`src/rtl/gptr_pkg.sv`:
```
package gptr_pkg;
  typedef enum logic [1:0] {
    SP_NONE  = 2'd0,
    SP_XDATA = 2'd1,
    SP_IDATA = 2'd2,
    SP_CODE  = 2'd3
  } space_e;
endpackage

```
`src/rtl/gptr_src_mux.sv`:
```
module gptr_src_mux #(
  parameter int NPTR  = 2,
  parameter int PTR_W = 24,
  localparam int SEL_W = (NPTR > 1) ? $clog2(NPTR) : 1
) (
  input  logic [NPTR-1:0][PTR_W-1:0] ptrs_i,
  input  logic [SEL_W-1:0]           sel_i,
  output logic [PTR_W-1:0]           ptr_o
);
  always_comb begin
    ptr_o = '0;
    for (int i = 0; i < NPTR; i++) begin
      if (sel_i == SEL_W'(i)) ptr_o = ptrs_i[i];
    end
  end
endmodule

```
`src/rtl/gptr_add.sv`:
```
module gptr_add #(
  parameter int W   = 24,
  parameter int AMT_W = 3
) (
  input  logic [W-1:0]     base_i,
  input  logic [AMT_W-1:0] amt_i,
  output logic [W-1:0]     sum_o
);
  // modulo 2^W: carry out of the top bit is dropped
  assign sum_o = base_i + W'(amt_i);
endmodule

```
`src/rtl/gptr_space_dec.sv`:
```
module gptr_space_dec
  import gptr_pkg::*;
#(
  parameter int PTR_W      = 24,
  parameter int COMPAT_W   = 16,
  parameter int IDATA_PAGE = 127
) (
  input  logic [PTR_W-1:0] ea_i,
  input  logic             ext_mode_i,
  output space_e           space_o,
  output logic [PTR_W-2:0] local_o
);
  localparam int PAGE_W = PTR_W - COMPAT_W;
  localparam logic [PAGE_W-1:0] PG_IDATA = PAGE_W'(IDATA_PAGE);
  localparam logic [PAGE_W-1:0] PG_CODE0 = {1'b1, {(PAGE_W-1){1'b0}}};

  logic [PAGE_W-1:0]   page;
  logic [PTR_W-2:0]    low_zx;

  assign page   = ea_i[PTR_W-1 -: PAGE_W];
  assign low_zx = (PTR_W-1)'(ea_i[COMPAT_W-1:0]);

  always_comb begin
    space_o = SP_NONE;
    local_o = '0;
    if (ext_mode_i) begin
      if (ea_i[PTR_W-1]) begin
        space_o = SP_CODE;
        local_o = ea_i[PTR_W-2:0];
      end else if (page == PG_IDATA) begin
        space_o = SP_IDATA;
        local_o = low_zx;
      end else begin
        space_o = SP_XDATA;
        local_o = ea_i[PTR_W-2:0];
      end
    end else begin
      // compatibility: only the low window of data and of code
      if (page == '0) begin
        space_o = SP_XDATA;
        local_o = low_zx;
      end else if (page == PG_CODE0) begin
        space_o = SP_CODE;
        local_o = low_zx;
      end
    end
  end
endmodule

```
`src/rtl/gptr_access.sv`:
```
module gptr_access
  import gptr_pkg::*;
#(
  parameter int DATA_W = 8
) (
  input  space_e            space_i,
  input  logic              rd_i,
  input  logic              wr_i,
  input  logic [DATA_W-1:0] mem_rdata_i,
  output logic              rd_en_o,
  output logic              wr_en_o,
  output logic              err_o,
  output logic [DATA_W-1:0] rdata_o
);
  logic reach;
  assign reach   = (space_i != SP_NONE);
  assign rd_en_o = rd_i && reach;
  assign wr_en_o = wr_i && reach && (space_i != SP_CODE);
  assign err_o   = wr_i && (space_i == SP_CODE);
  assign rdata_o = reach ? mem_rdata_i : '0;
endmodule

```
`src/rtl/gptr_unit.sv`:
```
module gptr_unit
  import gptr_pkg::*;
#(
  parameter int BYTE_W     = 8,
  parameter int NBYTES     = 3,
  parameter int OFS_W      = 2,
  parameter int INC_W      = 2,
  parameter int COMPAT_W   = 16,
  parameter int IDATA_PAGE = 127,
  localparam int PTR_W     = BYTE_W * NBYTES,
  localparam int NPTR      = 2
) (
  input  logic              clk_i,
  input  logic              rst_ni,
  input  logic [BYTE_W-1:0] gpr1_i,
  input  logic [BYTE_W-1:0] gpr2_i,
  input  logic [BYTE_W-1:0] gpr3_i,
  input  logic [BYTE_W-1:0] gpr5_i,
  input  logic [BYTE_W-1:0] gpr6_i,
  input  logic [BYTE_W-1:0] gpr7_i,
  input  logic              sel_i,
  input  logic [OFS_W-1:0]  ofs_i,
  input  logic              ext_mode_i,
  input  logic              rd_i,
  input  logic              wr_i,
  input  logic [BYTE_W-1:0] mem_rdata_i,
  input  logic              inc_i,
  input  logic [INC_W-1:0]  inc_amt_i,
  output logic [1:0]        space_o,
  output logic [PTR_W-2:0]  local_addr_o,
  output logic              rd_en_o,
  output logic              wr_en_o,
  output logic              err_o,
  output logic [BYTE_W-1:0] rdata_o,
  output logic              wb_valid_o,
  output logic              wb_sel_o,
  output logic [PTR_W-1:0]  wb_ptr_o
);
  localparam int STEP_W = INC_W + 1;

  logic [NPTR-1:0][NBYTES-1:0][BYTE_W-1:0] bank;
  logic [NPTR-1:0][PTR_W-1:0]              ptrs;
  logic [PTR_W-1:0]                        ptr;
  logic [PTR_W-1:0]                        ea;
  logic [PTR_W-1:0]                        inc_sum;
  logic [STEP_W-1:0]                       step;
  space_e                                  space;

  // lowest-numbered register is the most significant byte
  assign bank[0] = {gpr1_i, gpr2_i, gpr3_i};
  assign bank[1] = {gpr5_i, gpr6_i, gpr7_i};

  for (genvar p = 0; p < NPTR; p++) begin : g_ptr
    for (genvar b = 0; b < NBYTES; b++) begin : g_byte
      assign ptrs[p][b*BYTE_W +: BYTE_W] = bank[p][b];
    end
  end

  gptr_src_mux #(.NPTR(NPTR), .PTR_W(PTR_W)) u_mux (
    .ptrs_i (ptrs),
    .sel_i  (sel_i),
    .ptr_o  (ptr)
  );

  gptr_add #(.W(PTR_W), .AMT_W(OFS_W)) u_ofs_add (
    .base_i (ptr),
    .amt_i  (ofs_i),
    .sum_o  (ea)
  );

  assign step = STEP_W'(inc_amt_i) + STEP_W'(1);

  gptr_add #(.W(PTR_W), .AMT_W(STEP_W)) u_inc_add (
    .base_i (ptr),
    .amt_i  (step),
    .sum_o  (inc_sum)
  );

  gptr_space_dec #(
    .PTR_W      (PTR_W),
    .COMPAT_W   (COMPAT_W),
    .IDATA_PAGE (IDATA_PAGE)
  ) u_dec (
    .ea_i       (ea),
    .ext_mode_i (ext_mode_i),
    .space_o    (space),
    .local_o    (local_addr_o)
  );

  gptr_access #(.DATA_W(BYTE_W)) u_acc (
    .space_i     (space),
    .rd_i        (rd_i),
    .wr_i        (wr_i),
    .mem_rdata_i (mem_rdata_i),
    .rd_en_o     (rd_en_o),
    .wr_en_o     (wr_en_o),
    .err_o       (err_o),
    .rdata_o     (rdata_o)
  );

  assign space_o = space;

  always_ff @(posedge clk_i or negedge rst_ni) begin
    if (!rst_ni) begin
      wb_valid_o <= 1'b0;
      wb_sel_o   <= 1'b0;
      wb_ptr_o   <= '0;
    end else begin
      wb_valid_o <= inc_i;
      if (inc_i) begin
        wb_sel_o <= sel_i;
        wb_ptr_o <= inc_sum;
      end
    end
  end
endmodule

```
`config.mk`:
```
export PLATFORM = sky130hd
export DESIGN_NAME = gptr_unit
export DESIGN_NICKNAME = d
export VERILOG_FILES = /design/src/rtl/gptr_pkg.sv /design/src/rtl/gptr_src_mux.sv /design/src/rtl/gptr_add.sv /design/src/rtl/gptr_space_dec.sv /design/src/rtl/gptr_access.sv /design/src/rtl/gptr_unit.sv
export SDC_FILE = /design/constraint.sdc
export NUM_CORES = 1
export LEC_CHECK = 0
export ABC_AREA = 1
export BUFFER_PORTS_ARGS = -buffer_cell sky130_fd_sc_hd__clkbuf_2
export CORE_MARGIN = 1
export CORE_UTILIZATION = 53
export DETAILED_ROUTE_END_ITERATION = 8
export PLACE_DENSITY = 0.87
export SYNTH_ARGS = -nofsm -noshare
export SYNTH_HDL_FRONTEND = slang
export SYNTH_SLANG_ARGS = --single-unit
```
`constraint.sdc`:
```
create_clock -name clk_i -period 5.6 [get_ports clk_i]
set_input_delay 0.84 -clock clk_i [delete_from_list [all_inputs] [get_ports clk_i]]
set_output_delay 0.84 -clock clk_i [all_outputs]
set_load 0.05 [all_outputs]
```
Word-level counts from Yosys, hierarchy flattened
Index checks and enable logic that the tools add are counted.

word-level totals
  bits in registers = 26
  output and inout bits = 62
  word-level logic and storage cells = 28

operators by class
  add/sub/neg operators = 3
  eq/ne operators = 4
  mux-type cells = 12
  reduce and logical (&&, ||, !) cells = 6

operators by type and width
  operator               number
  $mux W23               4
  $add A24 B2 Y24        1
  $add A24 B3 Y24        1
  $mux W24               1
  $mux W16               1
  $mux W2                5
  $eq A8 B7 Y1 const B   1
  $eq A8 B8 Y1 const B   1
  $logic_not A8 Y1       1
  $mux W8                1
  $logic_and A1 B1 Y1    4
  $add A2 B1 Y3 const B  1
  $eq A2 B2 Y1 const B   1
  $ne A2 B2 Y1 const B   1
  $reduce_bool A2 Y1     1

Longest topological paths before layout
Gate-level depths: netlist of run 1.

  word-level depth = 9
  depth in mapped cells = 24
  depth with buffers taken out = 22

Modules after synthesis
Synthesis of run 1 repeated with hierarchy kept, for this count alone.

second synthesis, totals
  cell total of the unflattened synthesis = 574
  area total of the unflattened synthesis = 3335.7 sq um

by module, submodules not included
  module                 instances  cells each  area each (sq um)
  gptr_unit              1          109         1006.0
  gptr_add at u_inc_add  1          147         768.2
  gptr_add at u_ofs_add  1          144         703.2
  gptr_space_dec         1          72          386.6
  gptr_src_mux           1          78          374.1
  gptr_access            1          24          97.6

Least setup slack after synthesis of run 1
Ideal clock, no wire load.

  path kind = input to output
  start point = in sel_i
  end point = out err_o
  arrival = 4.172 ns
  required time = 4.760 ns
  path slack = 0.588 ns
  cell stages on the path = 21
  buffers on the path = 2
  path through = inv_2 buf_6 buf_2 or2_2 o21ai_0 inv_1 ha_1 nand2_1 nand2_1 nand2_1 nor2_4 nand2_1 nor2_2 nand2_1 nand2_1 nand2_1 nor2_2 nand2_2 nand3_2 nand2_1 nor3_1

on the way
  cells in the longest elaborated chain, start to end = 8
  elaborated cells on any way between the ends = 12
  classes of those cells = add/sub: 1; eq/ne: 3; mux: 6; reduce/logical: 2

ends and longest elaborated chain
  what                                                 RTL line                                    text
  start, declared                                      gptr_unit.sv:21                             input logic sel_i,
  $mux W24 *                                           gptr_src_mux.sv:13                          if (sel_i == SEL_W'(i)) ptr_o = ptrs_i[i];
  $add A24 B2 Y24 *                                    gptr_add.sv:10                              assign sum_o = base_i + W'(amt_i);
  $eq A8 B8 Y1 / $eq A8 B7 Y1 (equally long branches)  gptr_space_dec.sv:42, gptr_space_dec.sv:30
  $mux W2 (on tied branches)                           gptr_space_dec.sv:42, gptr_space_dec.sv:30
  $mux W2 (on tied branches)                           gptr_space_dec.sv:39, gptr_space_dec.sv:27
  $mux W2 *                                            gptr_space_dec.sv:26                        if (ext_mode_i) begin
  $eq A2 B2 Y1 *                                       gptr_access.sv:19                           assign err_o = wr_i && (space_i == SP_CODE);
  $logic_and A1 B1 Y1 *                                gptr_access.sv:19
  end, declared                                        gptr_unit.sv:33                             output logic err_o,

Mark *: on every way between the ends. The rest lies on a longest branch, timed or not.

Worst setup path after layout of run 1
  start point = in sel_i
  end point = out local_addr_o[3]

on the way
  cells in the longest elaborated chain, start to end = 6
  elaborated cells on any way between the ends = 9
  classes of those cells = add/sub: 1; eq/ne: 1; mux: 6; reduce/logical: 1

ends and longest elaborated chain
  what               RTL line              text
  $mux W24 *         gptr_src_mux.sv:13
  $add A24 B2 Y24 *  gptr_add.sv:10
  $eq A8 B8 Y1       gptr_space_dec.sv:42  end else if (page == PG_CODE0) begin
  $mux W16           gptr_space_dec.sv:42
  $mux W23           gptr_space_dec.sv:39  if (page == '0) begin
  $mux W23 *         gptr_space_dec.sv:26
  end, declared      gptr_unit.sv:30       output logic [PTR_W-2:0] local_addr_o,

Marked as above.

==> impl_metrics.py, run 1 <==
metrics = {
    "global_routing": {
        "grt_max_degree": 38,
        "grt_usage_pct": 31.48,
        "antenna_found_initial": 0,
        "grt_pass1_wl_mm": 15.27,
        "overflow": 0,
        "grt_pass1_vias": 3244,
    },
    "floorplanning": {
        "die_h_microns": 78.05,
        "die_area_sq_um": 6092,
        "die_x_microns": 78.05,
        "initial_utilization_pct": 55.33,
        "core-area_sq_um": 5540,
        "io_pins": 129,
        "row_count": 27,
    },
    "critical_path": {
        "cpLargestDelayFamily": "simple AND/OR/NAND/NOR gates",
        "slowest_delay_ns": 0.45,
        "critPathKind": "input port to output pin",
        "r2r_setup_slack_ns": 4.88,
        "cp.required_ns": 4.76,
        "critPathCaptureType": "output pin",
        "r2r_cells": 2,
        "startpoint_type": "input port",
        "timing.rr.start": "wb_ptr_o[23]$_DFFE_PN0P_",
        "r2r_end": "wb_ptr_o[23]$_DFFE_PN0P_",
        "slowest_stage": "inv_4",
        "crit_fanout": 25,
        "arrival_ns": 4.11,
        "cpMostUsedCell": "nand2_1",
        "path_buf_inv": 6,
        "path_cells": "clkbuf_2, inv_2, or2_2, o21ai_0, inv_1, ha_1, nand2_1, nand2_1, nand2_1, nor2_4, nand2_1, nor2_2, inv_1, nand2_1, nand2_1, nand2_1, nor2_2, nand2_1, nand3_2, inv_4, a21oi_1, clkbuf_2",
    },
    "clocking": {
        "clock-sinks": 26,
        "cts_root_buffer": "clkbuf_8",
        "cts_hold_buf": 0,
        "cts_setup_buffers": 0,
        "insertion_delay_ns": 0.26,
        "clock_path_buffers": 2,
        "cts_resized": 0,
        "cts_tree": "yes",
        "cts_buffers": 3,
        "cts_max_level": 1,
        "clkTransAtPathRegs_ns": 0.08,
    },
    "synthesis": {
        "yosysWarnings": 0,
        "syn_area_per_cell_sq_um": 5.895,
        "ys_seq_elements": 26,
        "syn_inst": 520,
        "synthesis.area_sq_um": 3065,
        "ys_seq_area_share_pct": 21.22,
        "synth_nets": 593,
        "ys_types": 27,
    },
    "pwr": {
        "combPwrFrac_pct": 54.2,
        "power_frac_seq_pct": 31.6,
        "p_sw_uw": 347.9,
        "intPower_uw": 350.1,
        "leakage_nw": 2.135,
        "p_total_uw": 698.0,
        "peakVddDrop_mv": 0.1722,
        "p_clk_share_pct": 14.2,
        "power_density_nw_per_um2": 187.1,
        "swShare_pct": 49.84,
    },
    "detailed_routing": {
        "post_drt_wl_per_cell_microns": 12.87,
        "drc": 0,
        "wl_mm": 9.162,
        "drt_iter0_drc": 265,
        "antenna_left": 0,
        "firstDrtPassIters": 7,
        "dr_total_vias": 3575,
        "routed_via_density": 5.021,
    },
    "finish": {
        "n_antenna_cell": 0,
        "nFillCells": 514,
        "fin_nets": 715,
        "drive_gt1_share_pct": 30.47,
        "syn2layout_area_growth_pct": 21.71,
    },
    "timing": {
        "worst_pin_slew_ns": 0.8720,
        "grt_setup_unrepaired": "false",
        "hold_ws_ns": 0.4839,
        "final_hold_viol_count": 0,
        "fin_crit_ns": 4.953,
        "skew_ns": 0,
        "fin_crit_sh_pct": 88.45,
        "drv_slew": 0,
        "setup_viol": 0,
        "fmax_ghz": 0.2019,
        "timing.slew.headroom_pct": 41.51,
        "setup_tns_ns": 0,
    },
    "flow_run": {
        "maxCapViolCount": 0,
    },
    "placed_design": {
        "io_buffers": 128,
        "place.gp.congestion": 1.008,
        "hpwl_mm": 7.831,
    },
    "min_path": {
        "hold_depth": 2,
        "hold_class": "flop to flop",
        "min_to": "wb_ptr_o[1]$_DFFE_PN0P_",
        "worstHoldStart": "wb_ptr_o[1]$_DFFE_PN0P_",
    },
    "status": {
        "status": "finished, final reports clean",
    },
}
worst min-delay path, cell delays in order (launching register included):
cell     delay (ns)
dfrtp_1        0.35
nand2_1        0.06
nand2_1        0.05
cell families after synthesis:
logic type                 share of synthesized area [%]
adders and majority gates                          2.939
xor gates and xnor gates                           4.857
AOI/OAI and AO/OA                                  8.326
and+or+nand+nor                                    49.43
buffers and inverters                              13.22
DFF                                                21.22
cell usage after synthesis:
master / n / area (sq um)
nand2_1: 206 / 773.2
inv_1: 71 / 266.5
nor2_1: 55 / 206.5
o21ai_0: 33 / 165.2
dfrtp_1: 26 / 650.6
nor2_2: 18 / 112.6
nor2_4: 18 / 202.7
xor2_1: 17 / 148.9
nand2_2: 16 / 100.1
nand3_1: 13 / 65.06
a21oi_1: 11 / 55.05
buf_6: 5 / 56.30
clkbuf_1: 4 / 15.01
ha_1: 4 / 50.05
or2_2: 3 / 18.77
a31oi_1: 2 / 12.51
buf_12: 2 / 40.04
buf_2: 2 / 10.01
fa_1: 2 / 40.04
inv_2: 2 / 7.510
nand3_2: 2 / 20.02
nor3_1: 2 / 10.01
o21ai_2: 2 / 17.52
clkinv_1: 1 / 3.750
inv_4: 1 / 6.260
nand4_1: 1 / 6.260
o21ai_1: 1 / 5.000
metrics by stage:
stage | cells | setup slack [ns] | util [%] | area (sq um)
global route | 712 | 0.3597 | 67.34 | 3731
finish | 712 | 0.6467 | 67.34 | 3731
CTS | 712 | 0.6646 | 67.34 | 3731
global placement | 709 | 0.7708 | 66.60 | 3690
detailed placement | 709 | 0.6696 | 66.60 | 3690
floorplan | 520 | 0.5883 | - | 3065
registers in the layout (all words and copies together), names as in the netlist:
name	count
wb_valid_o	1
wb_ptr_o	24
wb_sel_o	1
cells in the final DEF, fill, tap and decap left out, types with 3 or more instances in the layout:
cell type,n
nand2_2,16
dfrtp_1,26
or2_2,3
clkbuf_2,128
clkbuf_8,3
xor2_1,17
o21ai_0,33
a21oi_1,11
ha_1,4
nor2_1,55
nor2_4,18
nand3_1,13
nor2_2,18
inv_1,71
nand2_1,206
cell type report:
type | instances | area, sq um | area share [%]
Clock buffer | 3 | 41.29 | 1.107
Timing Repair Buffer | 130 | 655.6 | 17.57
Multi-Input combinational cell | 406 | 2009 | 53.86
Tap cell | 72 | 90.09 | 2.414
Inverter | 75 | 284.0 | 7.612
Sequential cell | 26 | 650.6 | 17.44
layer usage:
layer | GRT usage, % | routed length (microns)
met4 | 9.630 | 158
met2 | 50.26 | 4182
met5 | 0 | 0
met3 | 1.512 | 622
met1 | 45.61 | 4198
how the worst max path moves through the flow:
stage	from	to	slack, ns	cells past startpoint
2_1_floorplan	sel_i	err_o	0.59	21
3_3_place_gp	sel_i	local_addr_o[7]	0.77	22
3_5_place_dp	sel_i	local_addr_o[3]	0.67	22
4_1_cts	sel_i	local_addr_o[3]	0.66	22
5_1_grt	sel_i	local_addr_o[3]	0.36	23
6_report	sel_i	local_addr_o[3]	0.65	22
power groups by stage:
stage	Clock, mW	Sequential [mW]	Combinational (mW)
floorplan	0	0.297	0.206
global placement	0	0.223	0.372
detailed placement	0	0.224	0.376
CTS	0.101	0.220	0.377
global route	0.107	0.223	0.409
finish	0.0992	0.220	0.379
Note: power is estimated with default switching activity, not from simulation.
==> run 2: changes to the inputs <==
--- a/config.mk
+++ b/config.mk
@@ -10,7 +10,7 @@
 export CORE_MARGIN = 1
 export CORE_UTILIZATION = 53
 export DETAILED_ROUTE_END_ITERATION = 8
-export PLACE_DENSITY = 0.87
+export PLACE_DENSITY = 0.95
 export SYNTH_ARGS = -nofsm -noshare
 export SYNTH_HDL_FRONTEND = slang
 export SYNTH_SLANG_ARGS = --single-unit
==> constraint.sdc (replaced) <==
create_clock -name clk_i -period 6.3 [get_ports clk_i]
set_input_delay 0.945 -clock clk_i [delete_from_list [all_inputs] [get_ports clk_i]]
set_output_delay 0.945 -clock clk_i [all_outputs]
set_load 0.05 [all_outputs]
==> impl_metrics.py, run 2 (same netlist as run 1, synthesis figures left out) <==
metrics = {
    "status": {
        "status": "finished, final reports clean",
    },
    "floorplanning": {
        "initial_utilization_pct": 55.33,
        "row_count": 27,
        "die_x_microns": 78.05,
        "die_h_microns": 78.05,
        "core-area_sq_um": 5540,
        "die_area_sq_um": 6092,
        "io_pins": 129,
    },
    "finish": {
        "final_common_cell": "nand2_1",
        "fin_nets": 714,
        "reg_top3": "wb_ptr_o (24), wb_sel_o (1), wb_valid_o (1)",
        "largest_reg_flops": 24,
        "syn2layout_area_growth_pct": 22.45,
        "post-route-util_pct": 67.75,
        "n_antenna_cell": 0,
        "top_register": "wb_ptr_o",
        "layout_common_cells": "nand2_1, clkbuf_2, inv_1",
        "drive_gt1_share_pct": 30.47,
    },
    "min_path": {
        "hold_class": "flop to flop",
    },
    "timing": {
        "hold_ws_ns": 0.4829,
        "setup_tns_ns": 0,
        "fin_crit_ns": 5.642,
        "fmax_ghz": 0.1772,
        "layout_setup_ws_ns": 0.6580,
        "grt_setup_unrepaired": "false",
        "drv_slew": 0,
        "fin_crit_sh_pct": 89.56,
        "setup_viol": 0,
        "timing.slew.headroom_pct": 42.73,
        "final_hold_viol_count": 0,
        "skew_ns": 0,
        "worst_pin_slew_ns": 0.8538,
    },
    "detailed_routing": {
        "wl_mm": 9.429,
        "routed_via_density": 5.063,
        "antenna_left": 0,
        "post_drt_wl_per_cell_microns": 13.24,
        "drc": 0,
        "dr_total_vias": 3605,
        "drt_iter0_drc": 228,
        "firstDrtPassIters": 7,
    },
    "placed_design": {
        "place.gp.congestion": 0.9583,
        "hpwl_mm": 8.007,
        "io_buffers": 128,
        "dp_slack_ns": 0.7191,
    },
    "critical_path": {
        "arrival_ns": 4.70,
        "critPathCaptureType": "output pin",
        "crit_fanout": 29,
        "startpoint_type": "input port",
        "critPathKind": "input port to output pin",
        "cp.required_ns": 5.35,
    },
    "clocking": {
        "clock_path_buffers": 2,
        "cts_hold_buf": 0,
        "clock-sinks": 26,
        "clkTransAtPathRegs_ns": 0.09,
        "cts_setup_buffers": 0,
        "cts_root_buffer": "clkbuf_8",
        "insertion_delay_ns": 0.27,
        "cts_max_level": 1,
        "cts_buffers": 3,
        "cts_resized": 0,
        "cts_tree": "yes",
    },
    "global_routing": {
        "antenna_found_initial": 0,
        "grt_usage_pct": 32.04,
        "overflow": 0,
        "grt_pass1_wl_mm": 15.68,
        "grt_pass1_vias": 3432,
        "grt_max_degree": 38,
    },
    "pwr": {
        "p_total_uw": 667.5,
        "power_density_nw_per_um2": 177.8,
        "leakage_nw": 2.144,
        "peakVddDrop_mv": 0.1674,
    },
    "flow_run": {
        "maxCapViolCount": 0,
    },
}
## run 2: cell count changes in the layout (fill, tap and decap cells not counted), sizes merged
cell    previous run  this run
buf                2         1
bufinv             0         1
## run 2: metal layers
metal / global-route usage, % / part of all wire [%] / vias to the layer above
met3: 1.395 / 7.0 / 22
met4: 6.852 / 1.4 / 0
li1: - / - / 1797
met1: 44.40 / 45 / 1608
met5: 0 / 0 / -
met2: 55.18 / 47 / 178
## run 2: stage by stage
step,cell area [sq um],std cells
2_1_floorplan,3065,520
3_3_place_gp,3682,708
3_5_place_dp,3682,708
4_1_cts,3754,712
5_1_grt,3754,712
6_report,3754,712
## run 2: where the power goes
group | switching (mW) | internal (mW)
Combinational | 0.256 | 0.0830
Sequential | 0.0105 | 0.185
Clock | 0.0479 | 0.0849
## run 2: cell type report
class | instances | area (sq um)
Multi-Input combinational cell | 406 | 2009
Clock inverter | 1 | 30.03
Clock buffer | 3 | 41.29
Fill cell | 503 | 1787
Sequential cell | 26 | 650.6
Timing Repair Buffer | 129 | 648.1
Tap cell | 72 | 90.09
Inverter | 75 | 284.0
## run 2: path summary, 6_finish.rpt
path	start	to	slack, ns	cells past startpoint
max	sel_i	local_addr_o[7]	0.66	23
min	wb_ptr_o[1]$_DFFE_PN0P_	wb_ptr_o[1]$_DFFE_PN0P_	0.48	2
max reg2reg	wb_ptr_o[20]$_DFFE_PN0P_	wb_ptr_o[20]$_DFFE_PN0P_	5.53	2
min reg2reg	wb_ptr_o[1]$_DFFE_PN0P_	wb_ptr_o[1]$_DFFE_PN0P_	0.48	2
max in group asynchronous	rst_ni	wb_ptr_o[20]$_DFFE_PN0P_	5.24	1
min in group asynchronous	rst_ni	wb_ptr_o[11]$_DFFE_PN0P_	0.66	1
## run 2: critical path, cell delays in order
cell	delay, ns
clkbuf_2	0.19
inv_2	0.39
or2_2	0.19
o21ai_0	0.12
inv_1	0.09
ha_1	0.16
inv_1	0.07
fa_1	0.39
inv_1	0.11
nand3_2	0.11
inv_2	0.14
nand2_1	0.16
inv_1	0.19
nand3_1	0.10
nand2_1	0.06
nand2_1	0.10
nand2_1	0.09
nor2_2	0.05
nand2_2	0.06
nand3_2	0.13
inv_4	0.45
a21oi_1	0.11
clkbuf_2	0.27
